==> src/rtl/dmac_pkg.sv <==
package dmac_pkg;
   localparam int CNT_W      = 16;
   localparam int LINK_W     = 4;
   localparam int CTL_SINC   = 16;
   localparam int CTL_DINC   = 17;
   localparam int CTL_SWAP   = 18;
   localparam int CTL_IRQ    = 19;
   localparam int CTL_LAST   = 20;
   localparam int CTL_LINK   = 24;

   typedef enum logic [2:0] {
      ST_IDLE, ST_LOAD_DESC, ST_READ, ST_WRITE, ST_NEXT, ST_DONE
   } chan_state_e;

   typedef struct packed {
      logic [LINK_W-1:0] link;
      logic              last;
      logic              irq_en;
      logic              swap;
      logic              dst_inc;
      logic              src_inc;
      logic [CNT_W-1:0]  count;
   } desc_ctl_t;

   function automatic desc_ctl_t unpack_ctl(input logic [31:0] w);
      desc_ctl_t c;
      c.count   = w[CNT_W-1:0];
      c.src_inc = w[CTL_SINC];
      c.dst_inc = w[CTL_DINC];
      c.swap    = w[CTL_SWAP];
      c.irq_en  = w[CTL_IRQ];
      c.last    = w[CTL_LAST];
      c.link    = w[CTL_LINK +: LINK_W];
      return c;
   endfunction
endpackage

==> src/rtl/dmac_desc_table.sv <==
module dmac_desc_table
   import dmac_pkg::*;
#(
   parameter int NDESC = 16,
   parameter int AW    = 16,
   localparam int PTR_W = $clog2(NDESC)
) (
   input  logic             clk,
   input  logic             rst_n,
   input  logic             wr_en,
   input  logic [PTR_W-1:0] wr_idx,
   input  logic [1:0]       wr_word,
   input  logic [31:0]      wr_data,
   input  logic [PTR_W-1:0] rd_idx,
   output logic [AW-1:0]    rd_src,
   output logic [AW-1:0]    rd_dst,
   output desc_ctl_t        rd_ctl
);
   logic [AW-1:0] src_arr [NDESC];
   logic [AW-1:0] dst_arr [NDESC];
   desc_ctl_t     ctl_arr [NDESC];
   wire           unused_wdata = ^wr_data;

   for (genvar e = 0; e < NDESC; e++) begin : g_entry
      logic hit;
      assign hit = wr_en && (wr_idx == PTR_W'(e));
      always_ff @(posedge clk or negedge rst_n) begin
         if (!rst_n) begin
            src_arr[e] <= '0;
            dst_arr[e] <= '0;
            ctl_arr[e] <= '0;
         end else if (hit) begin
            case (wr_word)
               2'd0:    src_arr[e] <= wr_data[AW-1:0];
               2'd1:    dst_arr[e] <= wr_data[AW-1:0];
               2'd2:    ctl_arr[e] <= unpack_ctl(wr_data);
               default: ;
            endcase
         end
      end
   end

   assign rd_src = src_arr[rd_idx];
   assign rd_dst = dst_arr[rd_idx];
   assign rd_ctl = ctl_arr[rd_idx];
endmodule

==> src/rtl/dmac_byte_order.sv <==
module dmac_byte_order #(
   parameter int DW = 32,
   localparam int NB = DW / 8
) (
   input  logic          swap,
   input  logic [DW-1:0] din,
   output logic [DW-1:0] dout
);
   logic [DW-1:0] rev;

   for (genvar b = 0; b < NB; b++) begin : g_lane
      assign rev[8*b +: 8] = din[DW-8*(b+1) +: 8];
   end

   assign dout = swap ? rev : {{(DW-8){1'b0}}, din[7:0]};
endmodule

==> src/rtl/dmac_addr_step.sv <==
module dmac_addr_step #(
   parameter int AW = 16
) (
   input  logic [AW-1:0] addr,
   input  logic          inc,
   input  logic          wide,
   output logic [AW-1:0] next
);
   logic [AW-1:0] step;
   assign step = wide ? AW'(4) : AW'(1);
   assign next = inc ? addr + step : addr;
endmodule

==> src/rtl/dmac_chain_engine.sv <==
module dmac_chain_engine
   import dmac_pkg::*;
#(
   parameter int NDESC = 16,
   parameter int AW    = 16,
   localparam int PTR_W = $clog2(NDESC),
   localparam int CA_W  = PTR_W + 3
) (
   input  logic            clk,
   input  logic            rst_n,
   input  logic            cfg_we,
   input  logic [CA_W-1:0] cfg_addr,
   input  logic [31:0]     cfg_wdata,
   input  logic            trig,
   output logic            mem_req,
   output logic            mem_we,
   output logic            mem_word,
   output logic [AW-1:0]   mem_addr,
   output logic [31:0]     mem_wdata,
   input  logic            mem_gnt,
   input  logic [31:0]     mem_rdata,
   output logic            busy,
   output logic            irq_pulse,
   output logic            irq_status
);
   if (NDESC < 2 || NDESC > (1 << LINK_W) || (1 << PTR_W) != NDESC) begin : g_bad_ndesc
      $error("NDESC must be a power of two between 2 and 16");
   end
   if (AW < 8 || AW > 32) begin : g_bad_aw
      $error("AW must lie between 8 and 32");
   end

   chan_state_e      state_q;
   logic [PTR_W-1:0] idx_q, start_ptr_q;
   logic [AW-1:0]    src_q, dst_q, src_nxt, dst_nxt, tbl_src, tbl_dst;
   logic [CNT_W-1:0] cnt_q, load_cnt, step_cnt;
   logic             sinc_q, dinc_q, swap_q, irq_en_q, last_q;
   logic [LINK_W-1:0] link_q;
   logic [31:0]      data_q, rd_conv;
   desc_ctl_t        tbl_ctl;
   logic             sel_chan, start_wr, clr_wr, fire;

   assign sel_chan = cfg_addr[CA_W-1];
   assign start_wr = cfg_we && sel_chan && (cfg_addr[1:0] == 2'd0);
   assign clr_wr   = cfg_we && sel_chan && (cfg_addr[1:0] == 2'd1);

   dmac_desc_table #(.NDESC(NDESC), .AW(AW)) i_table (
      .clk     (clk),
      .rst_n   (rst_n),
      .wr_en   (cfg_we && !sel_chan),
      .wr_idx  (cfg_addr[CA_W-2:2]),
      .wr_word (cfg_addr[1:0]),
      .wr_data (cfg_wdata),
      .rd_idx  (idx_q),
      .rd_src  (tbl_src),
      .rd_dst  (tbl_dst),
      .rd_ctl  (tbl_ctl)
   );

   dmac_byte_order #(.DW(32)) i_order (
      .swap (swap_q),
      .din  (mem_rdata),
      .dout (rd_conv)
   );

   dmac_addr_step #(.AW(AW)) i_src_step (
      .addr (src_q), .inc (sinc_q), .wide (swap_q), .next (src_nxt)
   );
   dmac_addr_step #(.AW(AW)) i_dst_step (
      .addr (dst_q), .inc (dinc_q), .wide (swap_q), .next (dst_nxt)
   );

   assign load_cnt = tbl_ctl.swap ? {tbl_ctl.count[CNT_W-1:2], 2'b00} : tbl_ctl.count;
   assign step_cnt = swap_q ? CNT_W'(4) : CNT_W'(1);

   always_comb begin
      fire = 1'b0;
      if (state_q == ST_LOAD_DESC && load_cnt == '0)
         fire = tbl_ctl.irq_en;
      else if (state_q == ST_WRITE && mem_gnt && cnt_q == step_cnt)
         fire = irq_en_q;
   end

   always_ff @(posedge clk or negedge rst_n) begin
      if (!rst_n) begin
         state_q     <= ST_IDLE;
         idx_q       <= '0;
         start_ptr_q <= '0;
         src_q       <= '0;
         dst_q       <= '0;
         cnt_q       <= '0;
         sinc_q      <= 1'b0;
         dinc_q      <= 1'b0;
         swap_q      <= 1'b0;
         irq_en_q    <= 1'b0;
         last_q      <= 1'b0;
         link_q      <= '0;
         data_q      <= '0;
         irq_pulse   <= 1'b0;
         irq_status  <= 1'b0;
      end else begin
         irq_pulse <= fire;
         if (fire)        irq_status <= 1'b1;
         else if (clr_wr) irq_status <= 1'b0;
         if (start_wr)    start_ptr_q <= cfg_wdata[PTR_W-1:0];

         case (state_q)
            ST_IDLE: if (trig) begin
               idx_q   <= start_ptr_q;
               state_q <= ST_LOAD_DESC;
            end
            ST_LOAD_DESC: begin
               src_q    <= tbl_src;
               dst_q    <= tbl_dst;
               cnt_q    <= load_cnt;
               sinc_q   <= tbl_ctl.src_inc;
               dinc_q   <= tbl_ctl.dst_inc;
               swap_q   <= tbl_ctl.swap;
               irq_en_q <= tbl_ctl.irq_en;
               last_q   <= tbl_ctl.last;
               link_q   <= tbl_ctl.link;
               state_q  <= (load_cnt == '0) ? ST_NEXT : ST_READ;
            end
            ST_READ: if (mem_gnt) begin
               data_q  <= rd_conv;
               state_q <= ST_WRITE;
            end
            ST_WRITE: if (mem_gnt) begin
               src_q   <= src_nxt;
               dst_q   <= dst_nxt;
               cnt_q   <= cnt_q - step_cnt;
               state_q <= (cnt_q == step_cnt) ? ST_NEXT : ST_READ;
            end
            ST_NEXT: begin
               if (last_q) state_q <= ST_DONE;
               else begin
                  idx_q   <= link_q[PTR_W-1:0];
                  state_q <= ST_LOAD_DESC;
               end
            end
            default: state_q <= ST_IDLE;
         endcase
      end
   end

   wire unused_link = ^link_q;

   assign busy      = (state_q != ST_IDLE);
   assign mem_req   = (state_q == ST_READ) || (state_q == ST_WRITE);
   assign mem_we    = (state_q == ST_WRITE);
   assign mem_word  = swap_q;
   assign mem_addr  = (state_q == ST_WRITE) ? dst_q : src_q;
   assign mem_wdata = data_q;
endmodule

==> config.mk <==
export PLATFORM = sky130hd
export DESIGN_NAME = dmac_chain_engine
export DESIGN_NICKNAME = d
export VERILOG_FILES = /design/src/rtl/dmac_pkg.sv /design/src/rtl/dmac_desc_table.sv /design/src/rtl/dmac_byte_order.sv /design/src/rtl/dmac_addr_step.sv /design/src/rtl/dmac_chain_engine.sv
export SDC_FILE = /design/constraint.sdc
export NUM_CORES = 1
export LEC_CHECK = 0
export BUFFER_PORTS_ARGS = -buffer_cell sky130_fd_sc_hd__buf_2
export CAP_MARGIN = 10
export CORE_MARGIN = 3
export CORE_UTILIZATION = 40
export CTS_BUF_LIST = sky130_fd_sc_hd__clkbuf_8
export DETAILED_ROUTE_END_ITERATION = 16
export GPL_ROUTABILITY_DRIVEN = 0
export PLACE_DENSITY = 0.64
export SYNTH_ARGS = -nofsm -noshare
export SYNTH_HDL_FRONTEND = slang
export SYNTH_SLANG_ARGS = --single-unit
==> constraint.sdc <==
create_clock -name clk -period 3.45 [get_ports clk]
set_input_delay 0.1725 -clock clk [delete_from_list [all_inputs] [get_ports clk]]
set_output_delay 0.1725 -clock clk [all_outputs]
set_load 0.1 [all_outputs]
==> key figures <==
Timing
  • Clk_skew: 0.0289 ns
  • Worst relative slew slack: 0.223
  • Final min period: 3.26 ns
  • FMAX: 307 MHz
  • Final hold vios: 0
  • RSZ-0062 raised after global routing: false
  • TNS Setup: 0 ns
  • Max Slew Vio Count: 0
  • Period utilisation layout: 0.945
  • Final setup viols: 0
  • Worst-Margin Slew: 1.16 ns

Power
  • P_sw: 12.6 mW
  • Switch share: 0.349
  • Seq pwr share: 0.392
  • Pwr/cell area: 678 nW/um^2
  • P_leak: 25.2 nW
  • Internal power consumption: 23.6 mW
  • Combinational Power Share: 0.311
  • Max VDD drop: 0.531 mV
  • Clock Power Share: 0.297
  • Total Power: 36.2 mW

Finish
  • Commonest non-fill, non-tap cell in the layout: dfrtp_1
  • Synth-to-Final Area Change: 14.8%
  • Layout cells sized above 1: 0.490
  • Fin util: 0.465
  • Multi-input logic area: 20100 um^2
  • Layout Nets: 3448
  • Final non-filler cell total: 5006
  • Most frequent cells in the layout: dfrtp_1 (1010), mux2_2 (923), mux4_2 (244)
  • Fill count: 10000
  • Finished Cell Area: 53500 um^2
  • Sequential cell area: 25400 um^2

Setup path
  • R2R Path Start: idx_q[1]
  • Max incr delay on CP: 0.61 ns
  • Worst EP required: 3.28 ns
  • Critical Path Start: state_q[1]
  • Worst r2r path cells: 6
  • Critical Path Sink Type: output port
  • Crit Path Max Fanout: 45
  • Slowest CP cell: inv_2
  • WS Path Type: reg -> out
  • Reg2Reg Setup Slack: 0.51 ns
  • Critical path arrival: 3.09 ns
  • Startpoint types: flip-flop
  • FF-to-FF End: dst_q[10]
  • CP cell instances: inv_1 > nor2_4 > nand2_2 > inv_2 > nand2_1 > o21ai_1 > buf_12

Clocking
  • H-Tree Depth: 4
  • Post-CTS resize count: 0
  • Hold_buf cts: 48
  • Longest Clk Path Bufs: 3
  • Latest clock arrival within the worst-skew pair: 0.85 ns
  • Clk sinks: 1014
  • Clock transition at the registers of the reported paths: 0.06 ns
  • CTS tree: built
  • Setup bufs post-CTS: 0
  • Root Driver: clkbuf_8
  • Num CTS Buffers: 166

Logic synthesis
  • Post-Synthesis Cells: 3171
  • Synth unique cells: 63
  • Leading area contributor after synthesis: dfrtp_1
  • Seq/Total Area, Yosys: 0.545
  • Syn Area/Cell: 14.7 um^2
  • Yosys reg bits: 1014
  • Post-synth top area share: 0.545
  • Count of warnings emitted by yosys: 0
  • Area contributors post-synth: dfrtp_1 (54%), mux2_2 (22%), mux4_2 (12%)
  • Ys flop type: dfrtp_1
  • Post-synth ARST share: 1.00
  • Net Count, Synth: 3256
  • Number of synthesized flops with an enable pin: 0
  • Mapped cell area: 46600 um^2

Global route
  • Largest net degree at the start of global routing: 127
  • Vias in the first global route: 29100
  • GRT overflow: 0
  • First-pass GRT wire length: 183000 um
  • Initial antenna violation count: 15
  • Tot GR Track Use: 0.198

Placed design
  • Placed cells: 4659
  • DP HPWL: 70300 um
  • I/O Buffers: 122
  • Placed cell areas: 49500 um^2

Hold path
  • Hold Crit Start: cfg_addr[0]
  • HP Class: in -> reg
  • Hold-critical path depth: 4
  • Hold EP: irq_status

Floorplanning
  • Die height: 347 um
  • Starting Density: 0.405
  • Die Area: 121000 um^2
  • Core area: 115000 um^2
  • Die width: 347 um
  • Num rows: 124
  • Io pins: 130

Job
  • Max-cap violations: 0

Route
  • DR vias/cell: 5.59
  • Number of DRC markers in iteration 0: 1881
  • Detailed Routing Iterations Pass 1: 5
  • Wire per inst: 23.8 um
  • Final WL: 119000 um
  • Total number of vias: 28000
  • Post-route DRC violation count: 0
  • Detail Route Antenna Nets: 0

Run status
  • Run status: complete, no violations
## cell type report
class / instances / area share
Antenna cell: 5 / 0.000234
Inverter: 15 / 0.00110
Sequential cell: 1014 / 0.475
Multi-Input combinational cell: 1869 / 0.376
Tap cell: 1512 / 0.0354
Clock buffer: 222 / 0.0571
Clock inverter: 72 / 0.00728
Timing Repair Buffer: 297 / 0.0486
## power groups by stage
stage / Sequential [mW] / Clock, mW / Combinational [mW]
2_1_floorplan: 14.7 / 0 / 7.40
3_3_place_gp: 14.4 / 0 / 11.2
3_5_place_dp: 14.4 / 0 / 11.3
4_1_cts: 14.2 / 11.1 / 11.4
5_1_grt: 14.4 / 11.6 / 12.0
6_report: 14.2 / 10.8 / 11.3
## worst max-delay path: cells and delay by family, from the launching register on
kind / cells / cell delay [ns]
AND/OR/NAND/NOR: 3 / 0.53
buffers and inverters: 3 / 0.99
flip-flops: 1 / 0.47
AO/OA/AOI/OAI: 1 / 0.21
## cells in the mapped netlist, drive strengths merged, types with 9 or more instances
master	n
dfrtp	1014
mux2	923
mux4	254
clkbuf	210
nand2	204
o21ai	100
nor2	71
a21oi	68
buf	63
mux2i	53
a221oi	15
nor3	15
nand3	14
inv	13
nand2b	13
o22ai	13
nor2b	12
a31oi	11
nand4	10
ha	9
## through the flow
stage / hold WS, ns / setup WS (ns)
final: 0.0981 / 0.190
after global routing: 0.109 / 0.0198
after CTS: 0.0249 / 0.180
after detailed placement: 0.217 / 0.496
after global placement: 0.213 / 0.503
after floorplan: -0.123 / 0.175
## state kept, by name, indices dropped and copies added (netlist names)
signal / flops
mem_wdata: 32
irq_en_q: 1
dinc_q: 1
irq_status: 1
last_q: 1
i_table.src_arr: 256
src_q: 16
sinc_q: 1
link_q: 4
dst_q: 16
irq_pulse: 1
start_ptr_q: 4
idx_q: 4
i_table.dst_arr: 256
state_q: 3
cnt_q: 16
i_table.ctl_arr: 400
mem_word: 1
## metal layers
layer | GRT usage | up-vias | share of wire
li1 | - | 12100 | -
met1 | 0.277 | 15000 | 0.46
met2 | 0.318 | 695 | 0.47
met3 | 0.0330 | 200 | 0.046
met4 | 0.0603 | 2 | 0.023
met5 | 0 | - | 0.00011
## worst max path at each step
| stage | endpoint | slack, ns | cells past startpoint |
|---|---|---|---|
| finish | mem_addr[6] | 0.19 | 7 |
| global route | mem_addr[6] | 0.02 | 7 |
| CTS | mem_addr[6] | 0.18 | 7 |
| detailed placement | src_q[5] | 0.50 | 5 |
| global placement | src_q[11] | 0.50 | 6 |
| floorplan | cnt_q[10] | 0.18 | 11 |
## logic make-up (layout without fill, tap and decap cells)
kind of cell    count (synthesis)  after routing  share of synthesized area
simple gates                  381            381                     0.0368
buf+inv                       288            606                     0.0266
other cells                     0              5                          0
mux                          1230           1230                      0.358
compound gates                246            246                     0.0309
flops                        1014           1014                      0.545
xor+xnor                        3              3                   0.000564
fa+ha+maj                       9              9                    0.00242
No activity file was read; power rests on OpenSTA's default activity.
